### src/rtl/psd_pkg.sv
package psd_pkg;

    parameter int SWALLOW_W = 5;
    parameter int MAIN_W    = 13;

    typedef struct packed {
        logic                 wide;
        logic [SWALLOW_W-1:0] swallow;
        logic [MAIN_W-1:0]    main;
    } div_cfg_t;

    function automatic int low_modulus(input logic wide, input int base);
        return wide ? 2 * base : base;
    endfunction

    function automatic logic cfg_ok(input div_cfg_t c, input int base, input int min_main);
        int sw;
        int mn;
        sw = int'(c.swallow);
        mn = int'(c.main);
        return (mn >= min_main) && (sw <= mn) && (sw <= low_modulus(c.wide, base));
    endfunction

endpackage

### src/rtl/psd_cfg.sv
module psd_cfg
    import psd_pkg::*;
#(
    parameter int BASE_MOD = 16,
    parameter int MIN_MAIN = 3
) (
    input  logic     clk,
    input  logic     rst,
    input  logic     load,
    input  div_cfg_t req,
    output div_cfg_t active,
    output div_cfg_t upcoming,
    output logic     err
);

    localparam div_cfg_t RST_CFG = '{wide: 1'b0, swallow: '0, main: MAIN_W'(MIN_MAIN)};

    logic req_ok;

    always_comb begin
        req_ok   = cfg_ok(req, BASE_MOD, MIN_MAIN);
        upcoming = req_ok ? req : active;
    end

    always_ff @(posedge clk) begin
        if (rst) begin
            active <= RST_CFG;
            err    <= 1'b0;
        end else if (load) begin
            active <= upcoming;
            err    <= !req_ok;
        end
    end

    AST_ACTIVE_MAIN_MIN: assert property (@(posedge clk) disable iff (rst)
        int'(active.main) >= MIN_MAIN);
    AST_ACTIVE_SW_LE_MAIN: assert property (@(posedge clk) disable iff (rst)
        int'(active.swallow) <= int'(active.main));
    AST_ACTIVE_SW_LE_P: assert property (@(posedge clk) disable iff (rst)
        int'(active.swallow) <= low_modulus(active.wide, BASE_MOD));
    AST_CFG_ONLY_AT_LOAD: assert property (@(posedge clk) disable iff (rst)
        !$past(load) |-> $stable(active));
    AST_ERR_ONLY_AT_LOAD: assert property (@(posedge clk) disable iff (rst)
        $rose(err) |-> $past(load));

endmodule

### src/rtl/psd_core.sv
module psd_core
    import psd_pkg::*;
#(
    parameter int BASE_MOD = 16,
    parameter int MIN_MAIN = 3
) (
    input  logic     clk,
    input  logic     rst,
    input  logic     run,
    input  div_cfg_t active,
    input  div_cfg_t upcoming,
    output logic     load,
    output logic     div_pulse
);

    localparam int PRE_W = $clog2(2 * BASE_MOD + 1);

    logic [PRE_W-1:0]     pre_cnt;
    logic [SWALLOW_W-1:0] sw_left;
    logic [SWALLOW_W-1:0] sw_next;
    logic [MAIN_W-1:0]    main_left;
    logic                 period_end;
    logic                 pulse_q;

    // Start value of the prescaler count: P+1 cycles while swallowing, else P.
    function automatic logic [PRE_W-1:0] start_count(input logic wide, input logic swallowing);
        return PRE_W'(low_modulus(wide, BASE_MOD) - (swallowing ? 0 : 1));
    endfunction

    always_comb begin
        period_end = (pre_cnt == '0) && (main_left == MAIN_W'(1));
        load       = !run || period_end;
        sw_next    = (sw_left == '0) ? '0 : sw_left - SWALLOW_W'(1);
    end

    always_ff @(posedge clk) begin
        if (rst) begin
            pre_cnt   <= PRE_W'(BASE_MOD - 1);
            sw_left   <= '0;
            main_left <= MAIN_W'(MIN_MAIN);
            pulse_q   <= 1'b0;
        end else begin
            pulse_q <= run && period_end;
            if (load) begin
                main_left <= upcoming.main;
                sw_left   <= upcoming.swallow;
                pre_cnt   <= start_count(upcoming.wide, upcoming.swallow != '0);
            end else if (pre_cnt == '0) begin
                main_left <= main_left - MAIN_W'(1);
                sw_left   <= sw_next;
                pre_cnt   <= start_count(active.wide, sw_next != '0);
            end else begin
                pre_cnt <= pre_cnt - PRE_W'(1);
            end
        end
    end

    assign div_pulse = pulse_q;

    AST_PULSE_ONE_CYCLE: assert property (@(posedge clk) disable iff (rst)
        div_pulse |=> !div_pulse);
    AST_HOLD_QUIET: assert property (@(posedge clk) disable iff (rst)
        !run |=> !div_pulse);
    AST_SWALLOW_LE_MAIN: assert property (@(posedge clk) disable iff (rst)
        int'(sw_left) <= int'(main_left));
    AST_PRESCALE_RANGE: assert property (@(posedge clk) disable iff (rst)
        int'(pre_cnt) <= 2 * BASE_MOD);

endmodule

### src/rtl/pulse_swallow_div.sv
module pulse_swallow_div
    import psd_pkg::*;
#(
    parameter int BASE_MOD = 16,
    parameter int MIN_MAIN = 3
) (
    input  logic                 clk,
    input  logic                 rst,
    input  logic                 run,
    input  logic                 wide_sel,
    input  logic [SWALLOW_W-1:0] swallow_val,
    input  logic [MAIN_W-1:0]    main_val,
    output logic                 div_pulse,
    output logic                 cfg_err
);

    div_cfg_t req;
    div_cfg_t active;
    div_cfg_t upcoming;
    logic     load;

    always_comb begin
        req.wide    = wide_sel;
        req.swallow = swallow_val;
        req.main    = main_val;
    end

    psd_cfg #(
        .BASE_MOD (BASE_MOD),
        .MIN_MAIN (MIN_MAIN)
    ) u_cfg (
        .clk      (clk),
        .rst      (rst),
        .load     (load),
        .req      (req),
        .active   (active),
        .upcoming (upcoming),
        .err      (cfg_err)
    );

    psd_core #(
        .BASE_MOD (BASE_MOD),
        .MIN_MAIN (MIN_MAIN)
    ) u_core (
        .clk       (clk),
        .rst       (rst),
        .run       (run),
        .active    (active),
        .upcoming  (upcoming),
        .load      (load),
        .div_pulse (div_pulse)
    );

endmodule

### config.mk
export PLATFORM = sky130hd
export DESIGN_NAME = pulse_swallow_div
export DESIGN_NICKNAME = d
export VERILOG_FILES = /design/src/rtl/psd_pkg.sv /design/src/rtl/psd_cfg.sv /design/src/rtl/psd_core.sv /design/src/rtl/pulse_swallow_div.sv
export SDC_FILE = /design/constraint.sdc
export NUM_CORES = 1
export LEC_CHECK = 0
export CAP_MARGIN = 20
export CORE_ASPECT_RATIO = 0.9
export CORE_MARGIN = 10
export CORE_UTILIZATION = 57
export DETAILED_ROUTE_END_ITERATION = 7
export PLACE_DENSITY_LB_ADDON = 0.2
export SYNTH_ARGS = -nofsm -noshare
export SYNTH_HDL_FRONTEND = slang
export SYNTH_SLANG_ARGS = --single-unit
export TNS_END_PERCENT = 20
### constraint.sdc
create_clock -name clk -period 3.2 [get_ports clk]
set_clock_uncertainty 0.1 [all_clocks]
set_input_delay 0.8 -clock clk [delete_from_list [all_inputs] [get_ports clk]]
set_output_delay 0.8 -clock clk [all_outputs]
set_load 0.005 [all_outputs]
; ---- Yosys cells after proc, flatten, opt, wreduce, memory -nomap -nowiden
; Cells that the tools add are included.
[classes]
mux = 13
n_addsub = 5
magnitude_cmp = 3
eq_ne = 1
n_reduce_logical = 12
[ops]
columns = cell, count
row1 = $le A6 B32 Y1, 1
row2 = $mux W6, 5
row3 = $mux W13, 2
row4 = $mux W19, 1
row5 = $mux W5, 3
row6 = $eq A13 B1 Y1 const B, 1
row7 = $ge A13 B2 Y1 const B, 1
row8 = $le A5 B13 Y1, 1
row9 = $sub A13 B1 Y13 const B, 1
row10 = $sub A6 B6 Y6, 2
row11 = $reduce_bool A5 Y1, 2
row12 = $logic_not A6 Y1, 1
row13 = $sub A6 B1 Y6 const B, 1
row14 = $logic_not A5 Y1, 1
row15 = $sub A5 B1 Y5 const B, 1
row16 = $logic_and A1 B1 Y1, 4
row17 = $logic_not A1 Y1, 2
row18 = $mux W1, 2
row19 = $reduce_bool A2 Y1, 1
row20 = $logic_or A1 B1 Y1, 1
[totals]
input_bits = 22
elab_cells = 42
reg_bits = 45
out_inout_bits = 2

; ---- Logic depth before layout (Yosys ltp)
[logic_depth]
word_depth = 8
mapped_depth = 11
ltp_nobuf = 11

; ---- Modules after synthesis
; A second synthesis with hierarchy kept.
[hier_totals]
cells_unflattened = 319
area_unflattened_um2 = 2830.2
[modules_own_cells]
columns = module, seq_area_each_um2, cells_per_inst, area_per_inst_um2, n_inst
row1 = psd_core, 500.5, 187, 1532.7, 1
row2 = psd_cfg, 400.4, 132, 1297.5, 1

; ---- Least setup slack after synthesis
; No wires, ideal clock.
[synth_path]
path_type = input port to flip-flop
from = input port main_val[4]
to = register u_core.pre_cnt[4]
setup_time_ns = 0.128
setup_slack_ns = 0.208
cell_stages = 10
path_buffers = 0
required_time_ns = 2.972
arrival_ns = 2.764
path_cell_list = inv_1 -> ha_1 -> nand3_1 -> or2_2 -> o211a_1 -> nor2_4 -> mux2_2 -> ha_1 -> a21oi_1 -> nor2_1
[synth_lines]
columns = item, line_no
row1 = from (decl), pulse_swallow_div.sv:12  ; input logic [MAIN_W-1:0] main_val,
row2 = to (signal assigned), psd_core.sv:38  ; pre_cnt <= PRE_W'(BASE_MOD - 1);
row3 = to (signal assigned), psd_core.sv:47  ; pre_cnt <= start_count(upcoming.wide, upcoming.swallow != '0);
row4 = to (signal assigned), psd_core.sv:51  ; pre_cnt <= start_count(active.wide, sw_next != '0);
row5 = to (decl), psd_core.sv:18  ; logic [PRE_W-1:0] pre_cnt;

==> flow_summary.json <==
{
  "min_from": "u_cfg.active[0]$_SDFFE_PP1P_",
  "die_x_microns": 90.9,
  "synthTopCellsByCount": "dfxtp_1 (45), nor2_1 (34), mux2i_1 (28)",
  "critPathRequiredTime_ns": 3.28,
  "path_class": "in -> reg",
  "vias": 2444,
  "power.total_mw": 1.26,
  "layout-drive-gt1-share_pct": 12.9,
  "cts_sinks": 45,
  "synth_top_family_by_area": "compound AO/OA/AOI/OAI gates",
  "p_switching_mw": 0.381,
  "synthAdderAreaFrac_pct": 5.83,
  "maxSlewViolCount": 0,
  "viasPerCell": 5.93,
  "powerDensity_nw_per_um2": 403,
  "grt_pass1_vias": 2335,
  "wire_per_inst_microns": 15.6,
  "fin_util_pct": 71.2,
  "grt_max_degree": 19,
  "die_h_microns": 83.8,
  "dieArea_sq_um": 7620,
  "swShare_pct": 30.2,
  "holdPathStages": 2,
  "synth-edff-count": 0,
  "rsz0062_at_grt": "false",
  "worstPathMaxFanout": 3,
  "synth_cell_types": 47,
  "worstHoldEndpoint": "u_cfg.active[0]$_SDFFE_PP1P_",
  "ys.flop_type": "dfxtp_1",
  "seq_area_sq_um": 901,
  "hp-class": "reg -> reg",
  "multiInputGateArea_sq_um": 1560,
  "synth_seq_cells": 45,
  "synth_top_area_share_pct": 35.0,
  "p_leak_nw": 1.30,
  "placementRows": 23,
  "final.min_clock_period_ns": 3.07,
  "yosysSeqAreaShare_pct": 35.0,
  "globalRoute.totalOverflow": 0,
  "cts_hold_buf": 0,
  "cts_buffer_depth": 2,
  "maxSlewHeadroom_pct": 59.9,
  "drtIter0Drc": 204,
  "worstSkewPairLatency_ns": 0.31,
  "start_util_pct": 58.5,
  "drt_first_pass_iters": 5,
  "num_antenna_cells": 0,
  "peakVddDrop_mv": 0.342,
  "yosysWarnings": 0,
  "core_area_sq_um": 4400,
  "fmax_mhz": 325,
  "finalWeightedCongestion": 0.847,
  "seqPwrFrac_pct": 50.3,
  "drc": 0,
  "syn_nets": 341,
  "synth_compound_area_share_pct": 20.4,
  "detail-route-antenna-nets": 0,
  "power.internal_mw": 0.882,
  "r2r_start": "u_core.pre_cnt[2]$_SDFF_PP1_",
  "crit_path_end_kind": "register",
  "synth_mux_area_share_pct": 11.3,
  "synth_xor_area_share_pct": 2.38,
  "fill_cells": 376,
  "comb_power_share_pct": 21.0,
  "r2r_slack_ns": 0.44,
  "r2r_end": "u_core.sw_left[2]$_SDFFE_PP0P_",
  "cts_made_buffers": 5,
  "clkPwrFrac_pct": 28.8,
  "outcome": "complete, no violations",
  "place_hpwl_microns": 4800,
  "reg2reg_depth": 6,
  "syn-cell-area_sq_um": 2580,
  "tightest_slew_ns": 0.600,
  "yosysTopAreaCell": "dfxtp_1",
  "wl_microns": 6440,
  "hold_viol": 0,
  "netlist_top_cells_area": "dfxtp_1 (35%), mux2i_1 (11%), ha_1 (5.8%), nor2_1 (5.0%), a21oi_1 (3.7%)",
  "cts_tree": "built",
  "clkTransAtPathRegs_ns": 0.09,
  "async_flop_share_pct": 0,
  "avgSynthCellArea_sq_um": 8.40,
  "track_usage_pct": 16.5,
  "fin_nets": 383,
  "maxCapViolations": 0,
  "io_pins": 24,
  "worstPathArrival_ns": 3.15,
  "cp-start-kind": "primary input",
  "portBuffers": 23,
  "root_buffer": "clkbuf_8",
  "area_growth_pct": 21.7,
  "yosysMostFrequentCell": "dfxtp_1",
  "syn_inst": 307,
  "yosys.area_share.simple_pct": 19.5,
  "fin_crit_sh_pct": 96.0,
  "cts-htree-levels": 2,
  "antenna_found_initial": 0,
  "setup_violations": 0,
  "grt_pass1_wl_microns": 10700
}
[routing by layer]
metal	vias up	track usage, %	share of wire (%)
met5	-	0	0
met4	0	4.69	1.2
met3	6	3.87	5.1
met2	83	26.1	45
met1	1145	21.9	49
li1	1210	-	-
[flip-flops by register name, indices dropped and copies added, names as in the netlist]
name              count
u_core.pre_cnt        6
u_core.div_pulse      1
u_cfg.active         19
u_core.main_left     13
u_core.sw_left        5
u_cfg.err             1
[worst max-delay path, stage by stage]
cell	delay, ns
clkdlybuf4s50_1	0.51
inv_1	0.08
ha_1	0.27
nand3_1	0.07
or2_2	0.32
o211a_4	0.16
nor2_4	0.12
mux2_2	0.34
ha_1	0.30
a21oi_1	0.13
nor2_1	0.05
[cells in the final DEF (no fill, tap or decap), types with 3 or more instances in the layout]
cell type        netlist  final
or4_1                  3      3
o211ai_1               7      7
nor4_1                 4      4
buf_4                  0     26
nand2_1               21     21
a311oi_1               3      3
and3_1                 3      3
clkinvlp_4             0      3
nor2_1                34     34
clkbuf_8               0      5
ha_1                  12     11
a211oi_1               9      9
dfxtp_1               45     45
nor3_1                13     13
a31oi_1                6      6
o21ai_0               19     18
xnor2_1                5      5
inv_1                 16     16
nand3_1               11     11
clkdlybuf4s50_1        0     23
mux2i_1               28     28
a21oi_1               19     19
a221oi_1               4      4
[kinds of logic after synthesis]
group,after synthesis
xor gates and xnor gates,7
DFF,45
adders and majority gates,12
muxes,29
and+or+nand+nor,103
AOI/OAI and AO/OA,80
buffers and inverters,31
[area by class of cell]
class                      count  area share (%)
timing repair buffer          50            14.2
sequential                    45            28.7
inverter                      16            1.92
tap                           62            2.47
clock inverter                 3           0.718
clock buffer                   5            2.19
multi-input combinational    231            49.8
[worst max path at each step]
stage           startpoint                            to  slack, ns
3_5_place_dp   main_val[4]  u_core.pre_cnt[4]$_SDFF_PP0_      -0.22
5_1_grt        main_val[2]  u_core.pre_cnt[4]$_SDFF_PP0_       0.01
6_report       main_val[2]  u_core.pre_cnt[4]$_SDFF_PP0_       0.13
4_1_cts        main_val[4]  u_core.pre_cnt[4]$_SDFF_PP0_        0.1
3_3_place_gp   main_val[4]  u_core.pre_cnt[4]$_SDFF_PP0_      -0.16
2_1_floorplan  main_val[4]  u_core.pre_cnt[4]$_SDFF_PP0_       0.21
[what timing repair did]
item,CTS,global route
setup buffers,0,0
resized for setup,0,2
endpoints found under the setup margin,0,2
[per-stage QoR]
| stage | setup WS [ns] | cells | instance area [sq um] | setup TNS (ns) | hold WS, ns |
|---|---|---|---|---|---|
| 2_1_floorplan | 0.208 | 307 | 2580 | 0 | 0.341 |
| 3_5_place_dp | -0.215 | 404 | 3020 | -2.73 | 0.364 |
| 5_1_grt | 0.0122 | 412 | 3140 | 0 | 0.433 |
| 3_3_place_gp | -0.160 | 404 | 3020 | -1.45 | 0.353 |
| 4_1_cts | 0.0980 | 412 | 3120 | 0 | 0.385 |
| 6_report | 0.127 | 412 | 3140 | 0 | 0.385 |
[power by group through the flow]
stage	registers, mW	logic, mW	clock network (mW)
after floorplan	0.638	0.167	0
after global placement	0.645	0.250	0
after detailed placement	0.647	0.258	0
after CTS	0.634	0.260	0.366
after global routing	0.641	0.292	0.384
final	0.635	0.265	0.363
No activity file was read; power rests on OpenSTA's default activity.
